**src/rtl/ens_pkg.sv**
```systemverilog
package ens_pkg;
    typedef enum logic [2:0] {
        CMD_HOLD,
        CMD_PUSH,
        CMD_POP,
        CMD_CLRF,
        CMD_ALLEN
    } ens_cmd_e;
endpackage

```
**src/rtl/ens_cmd_decode.sv**
```systemverilog
module ens_cmd_decode
    import ens_pkg::*;
(
    input  logic     push_i,
    input  logic     pop_i,
    input  logic     clr_i,
    input  logic     all_i,
    output ens_cmd_e cmd_o
);
    always_comb begin
        unique case ({push_i, pop_i, clr_i, all_i})
            4'b1000: cmd_o = CMD_PUSH;
            4'b0100: cmd_o = CMD_POP;
            4'b0010: cmd_o = CMD_CLRF;
            4'b0001: cmd_o = CMD_ALLEN;
            default: cmd_o = CMD_HOLD;   // idle or illegal combination
        endcase
    end
endmodule

```
**src/rtl/ens_lane.sv**
```systemverilog
module ens_lane
    import ens_pkg::*;
#(
    parameter int DEPTH  = 32,
    parameter int DATA_W = 16
) (
    input  logic              clk,
    input  logic              rst_n,
    input  ens_cmd_e          cmd_i,
    input  logic [DATA_W-1:0] test_i,
    output logic              cur_o,
    output logic              nxt_o
);
    logic [DEPTH-1:0] stk_q, stk_d;
    logic             is_zero;

    assign is_zero = (test_i == '0);

    always_comb begin
        stk_d = stk_q;
        unique case (cmd_i)
            CMD_HOLD:  stk_d = stk_q;
            CMD_PUSH:  stk_d = {stk_q[DEPTH-2:0], stk_q[0]};
            CMD_POP:   stk_d = {stk_q[DEPTH-1], stk_q[DEPTH-1:1]};
            CMD_CLRF:  stk_d = {stk_q[DEPTH-1:1], stk_q[0] & ~is_zero};
            CMD_ALLEN: stk_d = {stk_q[DEPTH-1:1], 1'b1};
            default:   stk_d = stk_q;
        endcase
    end

    always_ff @(posedge clk) begin
        if (!rst_n) stk_q <= '1;
        else        stk_q <= stk_d;
    end

    assign cur_o = stk_q[0];
    assign nxt_o = stk_d[0];
endmodule

```
**src/rtl/simd_enable_stack.sv**
```systemverilog
module simd_enable_stack
    import ens_pkg::*;
#(
    parameter int NUM_PE = 4,
    parameter int DEPTH  = 32,
    parameter int DATA_W = 16
) (
    input  logic                     clk,
    input  logic                     rst_n,
    input  logic                     push_i,
    input  logic                     pop_i,
    input  logic                     clr_if_zero_i,
    input  logic                     enable_all_i,
    input  logic [NUM_PE*DATA_W-1:0] test_val_i,
    output logic [NUM_PE-1:0]        active_o,
    output logic                     none_active_o,
    output logic                     jumpf_taken_o
);
    ens_cmd_e          cmd;
    logic [NUM_PE-1:0] nxt_flags;

    ens_cmd_decode u_dec (
        .push_i (push_i),
        .pop_i  (pop_i),
        .clr_i  (clr_if_zero_i),
        .all_i  (enable_all_i),
        .cmd_o  (cmd)
    );

    for (genvar g = 0; g < NUM_PE; g++) begin : g_lane
        ens_lane #(.DEPTH(DEPTH), .DATA_W(DATA_W)) u_lane (
            .clk    (clk),
            .rst_n  (rst_n),
            .cmd_i  (cmd),
            .test_i (test_val_i[g*DATA_W +: DATA_W]),
            .cur_o  (active_o[g]),
            .nxt_o  (nxt_flags[g])
        );
    end

    assign none_active_o = ~|active_o;
    assign jumpf_taken_o = (cmd == CMD_CLRF) && ~|nxt_flags;
endmodule

```
**config.mk**
```make
export PLATFORM = sky130hd
export DESIGN_NAME = simd_enable_stack
export DESIGN_NICKNAME = d
export VERILOG_FILES = /design/src/rtl/ens_pkg.sv /design/src/rtl/ens_cmd_decode.sv /design/src/rtl/ens_lane.sv /design/src/rtl/simd_enable_stack.sv
export SDC_FILE = /design/constraint.sdc
export NUM_CORES = 1
export LEC_CHECK = 0
export ABC_AREA = 1
export BUFFER_PORTS_ARGS = -buffer_cell sky130_fd_sc_hd__buf_2
export CAP_MARGIN = 20
export CELL_PAD_IN_SITES_DETAIL_PLACEMENT = 1
export CELL_PAD_IN_SITES_GLOBAL_PLACEMENT = 2
export CORE_MARGIN = 1
export CORE_UTILIZATION = 34
export DETAILED_ROUTE_END_ITERATION = 6
export HOLD_SLACK_MARGIN = 0.06
export PLACE_DENSITY_LB_ADDON = 0.1
export SLEW_MARGIN = 20
export SYNTH_ARGS = -nofsm -noshare
export SYNTH_HDL_FRONTEND = slang
export SYNTH_HIERARCHICAL = 1
export SYNTH_SLANG_ARGS = --single-unit
export TNS_END_PERCENT = 100
```
**constraint.sdc**
```tcl
create_clock -name clk -period 6.33 [get_ports clk]
set_clock_uncertainty 0.2 [all_clocks]
set_input_delay 1.899 -clock clk [delete_from_list [all_inputs] [get_ports clk]]
set_output_delay 1.899 -clock clk [all_outputs]
set_load 0.005 [all_outputs]
```
# --- After elaboration in Yosys (flattened, before gate mapping) ---
# Cells that the tools add are included.
totals:
  register_bits: 128
classes:
  eq_ne: 8
  n_mux: 5
  bitwise_logic: 11
  reduce_logical: 12
op_table:
  columns: ["operator", "n"]
  rows:
  - ["$pmux 32 s4", 4]
  - ["$logic_not 16->1", 4]
  - ["$pmux 3 s4", 1]
  - ["$reduce_or 4->1", 2]
  - ["$not 1->1", 7]
  - ["$eq 3x2->1 const B", 2]
  - ["$and 1x1->1", 4]
  - ["$eq 4x1->1 const B", 1]
  - ["$eq 4x2->1 const B", 1]
  - ["$eq 4x3->1 const B", 1]
  - ["$eq 4x4->1 const B", 1]
  - ["$reduce_and 4->1", 1]
  - ["$eq 3x1->1 const B", 1]
  - ["$eq 3x3->1 const B", 1]
  - ["$reduce_and 3->1", 1]
  - ["$logic_not 1->1", 2]
  - ["$reduce_bool 2->1", 1]
  - ["$logic_and 1x1->1", 1]

# --- Logic depth before layout (Yosys ltp) ---
logic_depth:
  depth_word: 7
  ltp_mapped: 13
  depth_no_buf: 13

# --- Modules after synthesis ---
# Netlist, hierarchy kept.
modules_own_cells:
  columns: ["mod", "instances", "cells_per_inst", "area_each_um2", "seq_area_each_um2"]
  rows:
  - ["ens_lane", 4, 191, 1487.7, 640.6]
  - ["ens_cmd_decode", 1, 15, 58.8, 0.0]
  - ["simd_enable_stack", 1, 11, 43.8, 0.0]

# --- Worst setup path after synthesis ---
# OpenSTA, ideal clock, no wires.
synth_timing:
  path_kind: "in2out"
  start: "in enable_all_i"
  end: "out jumpf_taken_o"
  arrival_time_ps: 3836
  required_time_ps: 4231
  slack_ps: 395
  cell_stages: 10
  n_path_buf: 0
  path_cell_list: "or2_0 -> nor2_1 -> nand3_2 -> nand2_1 -> inv_2 -> nand3_1 -> nand3_1 -> nor2_1 -> nand2_1 -> nor2_1"
synth_via:
  elab_chain_cells: 7
synth_rtl:
  columns: ["item", "line_no", "rtl"]
  rows:
  - ["start, declared", "simd_enable_stack.sv:13", "input logic enable_all_i,"]
  - ["$eq 4x1->1, or another cell as far along", "ens_cmd_decode.sv:11", "unique case ({push_i, pop_i, clr_i, all_i})"]
  - ["$pmux 3 s4 (*)", "ens_cmd_decode.sv:11", null]
  - ["net cmd[0]", "simd_enable_stack.sv:19", "ens_cmd_e cmd;"]
  - ["$eq 3x3->1, or another cell as far along", "ens_lane.sv:21", "unique case (cmd_i)"]
  - ["$pmux 32 s4 (*)", "ens_lane.sv:21", null]
  - ["net nxt_flags[0]", "simd_enable_stack.sv:20", "logic [NUM_PE-1:0] nxt_flags;"]
  - ["$reduce_or 4->1 (*)", "simd_enable_stack.sv:42", "assign jumpf_taken_o = (cmd == CMD_CLRF) && ~|nxt_flags;"]
  - ["$logic_not 1->1 (*)", "simd_enable_stack.sv:42", null]
  - ["$logic_and 1x1->1 (*)", "simd_enable_stack.sv:42", null]
  - ["end, declared", "simd_enable_stack.sv:17", "output logic jumpf_taken_o"]
# The timed path passes the listed nets; every way through them passes the cells marked *. The select of a mux whose other input is x is not followed.

# --- Final worst setup path ---
# Ends and elaborated chain as after synthesis.

==> impl_metrics.csv <==
group,metric,value,unit
placed_design,place.gp.congestion,0.725,
global_route,grt_use_total,20.4,%
global_route,antenna_found_initial,0,
synth,ys_ff_latch,128,
layout,area_growth,17.7,%
placed_design,dpl.hpwl,11100,um
cts,cts_hold_buffers,0,
setup_path,startpoint_type,"input port",
detailed_routing,vias,5833,
setup_path,critPathCaptureType,"primary output",
cts,ctsLongestPathBuffers,2,
floorplan,die_x,135,um
timing,rsz0062_at_grt,"no",
synth,ys_types,19,
layout,final_layout_size_suffix_gt1_share,17.3,%
synth,netlist_instances,790,
hold_path,hold_end,"g_lane[2].u_lane/stk_q[6]",
global_route,grt_pass1_vias,6261,
floorplan,dieArea,0.0183,mm^2
timing,max_slew.worst_pin.slew,1000,ps
hold_path,hold_path_class,"reg2reg",
setup_path,crit_arrival,3770,ps
floorplan,io_pins,76,
setup_path,rr_worst_depth,4,
floorplan,rows,48,
setup_path,ff2ff_setup_slack,5140,ps
placed_design,port_buffers,75,
power,leakagePower,3.61,nW
detailed_routing,dr.pass1.iters,4,
detailed_routing,drc,0,
hold_path,hp-start,"g_lane[2].u_lane/stk_q[6]",
hold_path,whs_path_depth,2,
global_route,grt_max_degree,93,
setup_path,cp_max_fo,69,
cts,clock_latency,420,ps
layout,largest_register_ffs,128,
detailed_routing,vias_per_cell,5.38,
detailed_routing,drtIter0Drc,353,
layout,final_common_cell,"nand2_1",
timing,whs,272,ps
cts,cts_tree,"done",
setup_path,critical_path_class,"in2out",
layout,fin_nets,917,
layout,top_regs,"g_lane.u_lane/stk_q: 128 flops",
synth,synth_nets,860,
layout,n_antenna_cell,0,
setup_path,timing.rr.end,"g_lane[0].u_lane/stk_q[0]",
detailed_routing,routedWlPerCell,16.1,um
floorplan,fp.coreArea,0.0174,mm^2
flow_run,max_cap_violations,0,
setup_path,required,4230,ps
timing,tns,0,ps
global_route,grt-ovfl-total,0,
cts,clockRootBuffer,"clkbuf_16",
layout,n_fill_cell,2137,
cts,cts.clk_slew.worst_paths,60,ps
layout,layout_common_cells,"nand2_1, dfxtp_1, o2111ai_1",
cts,cts_made_buffers,17,
power,p_per_area,308,mW/mm^2
global_route,grt_pass1_wl,29900,um
timing,hold_violations,0,
cts,cts.htree.levels,4,
cts,post_cts_buffers,0,
timing,slew_headroom,33.1,%
setup_path,reg2reg_from,"g_lane[0].u_lane/stk_q[0]",
floorplan,start_util,34.9,%
timing,slew_violations,0,
status,status,"completed",
power,ir_worst_vdd,0.190,mV
synth,synthesis.area,0.00605,mm^2
cts,cts_sinks,128,
timing,period_needed,5870,ps
floorplan,die_h,135,um
synth,synth-seq-area-share,42.3,%
timing,max_freq,0.170,GHz
detailed_routing,final_antenna_net_count,0,
timing,setup_viol,0,
cts,cts_resized,0,
synth,syn_avg_cell_area,7.66,um^2
detailed_routing,wirelength,17400,um
timing,post-route-period-util,92.7,%
layout,regMostFlops,"g_lane.u_lane/stk_q",
synth,ys_warn_count,6,
-- where the power goes --
group / switching, W / internal (W)
Clock: 0.000368 / 0.000610
Combinational: 0.000178 / 0.000104
Sequential: 0.0000515 / 0.000880
Total: 0.000598 / 0.00159
-- critical path: stages --
cell and delay, ps:
buf_2 120, nor2_1 120, nand2_1 100, nor2_4 110
buf_12 300, nand3_4 280, nand2_1 190, inv_2 50
nand3_1 90, nand3_1 100, inv_1 60, nand2_1 50
nor2_1 130, buf_2 140
-- synthesized netlist by cell type --
library cell / number / share of area (%)
clkbuf_1: 28 / 1.7
buf_2: 4 / 0.33
o2111ai_1: 120 / 17
nand2_1: 241 / 15
nor3b_1: 4 / 0.50
nand3_1: 8 / 0.66
buf_4: 8 / 0.99
o21ai_1: 4 / 0.33
buf_6: 12 / 2.2
nand3_4: 4 / 1.2
or2_0: 1 / 0.10
dfxtp_1: 128 / 42
o211ai_1: 4 / 0.50
and2_1: 1 / 0.10
nor2_1: 62 / 3.8
nand3_2: 4 / 0.66
inv_2: 20 / 1.2
inv_1: 77 / 4.8
nand4_1: 60 / 6.2
-- routing by layer --
metal | global-route usage [%] | part of all wire [%]
met5 | 0 | 0
met4 | 5.99 | 0.73
met3 | 4.30 | 2.4
met2 | 36.8 | 50
met1 | 24.1 | 47
-- stage by stage --
stage	setup slack (ps)	cells	util [%]	total power, W	instance area, um^2
3_5_place_dp	461	1053	37.7	0.00123	6540
4_1_cts	426	1085	41.1	0.00222	7130
2_1_floorplan	395	790	-	0.00114	6050
5_1_grt	231	1085	41.1	0.00231	7130
6_report	459	1085	41.1	0.00219	7130
3_3_place_gp	546	1053	37.7	0.00121	6540
-- layout make-up --
type | instances | area, um^2 | area share, %
clock buffers | 23 | 478 | 6.71
inverters | 97 | 364 | 5.11
clock inverters | 9 | 108 | 1.51
multi-input cells | 513 | 2820 | 39.5
repair buffers | 90 | 515 | 7.23
well taps | 225 | 282 | 3.95
flip-flops and latches | 128 | 2560 | 36.0
-- cell families after synthesis --
| logic type | synth area share, % |
|---|---|
| compound gates | 18.2 |
| buf+inv | 11.3 |
| flops | 42.3 |
| simple gates | 28.2 |
-- how the worst max path moves through the flow --
stage               endpoint  slack [ps]    startpoint
4_1_cts        jumpf_taken_o         430  enable_all_i
6_report       jumpf_taken_o         460  enable_all_i
3_5_place_dp   jumpf_taken_o         460  enable_all_i
5_1_grt        jumpf_taken_o         230         pop_i
3_3_place_gp   jumpf_taken_o         550  enable_all_i
2_1_floorplan  jumpf_taken_o         400  enable_all_i
Power figures use the tool's default switching activity.
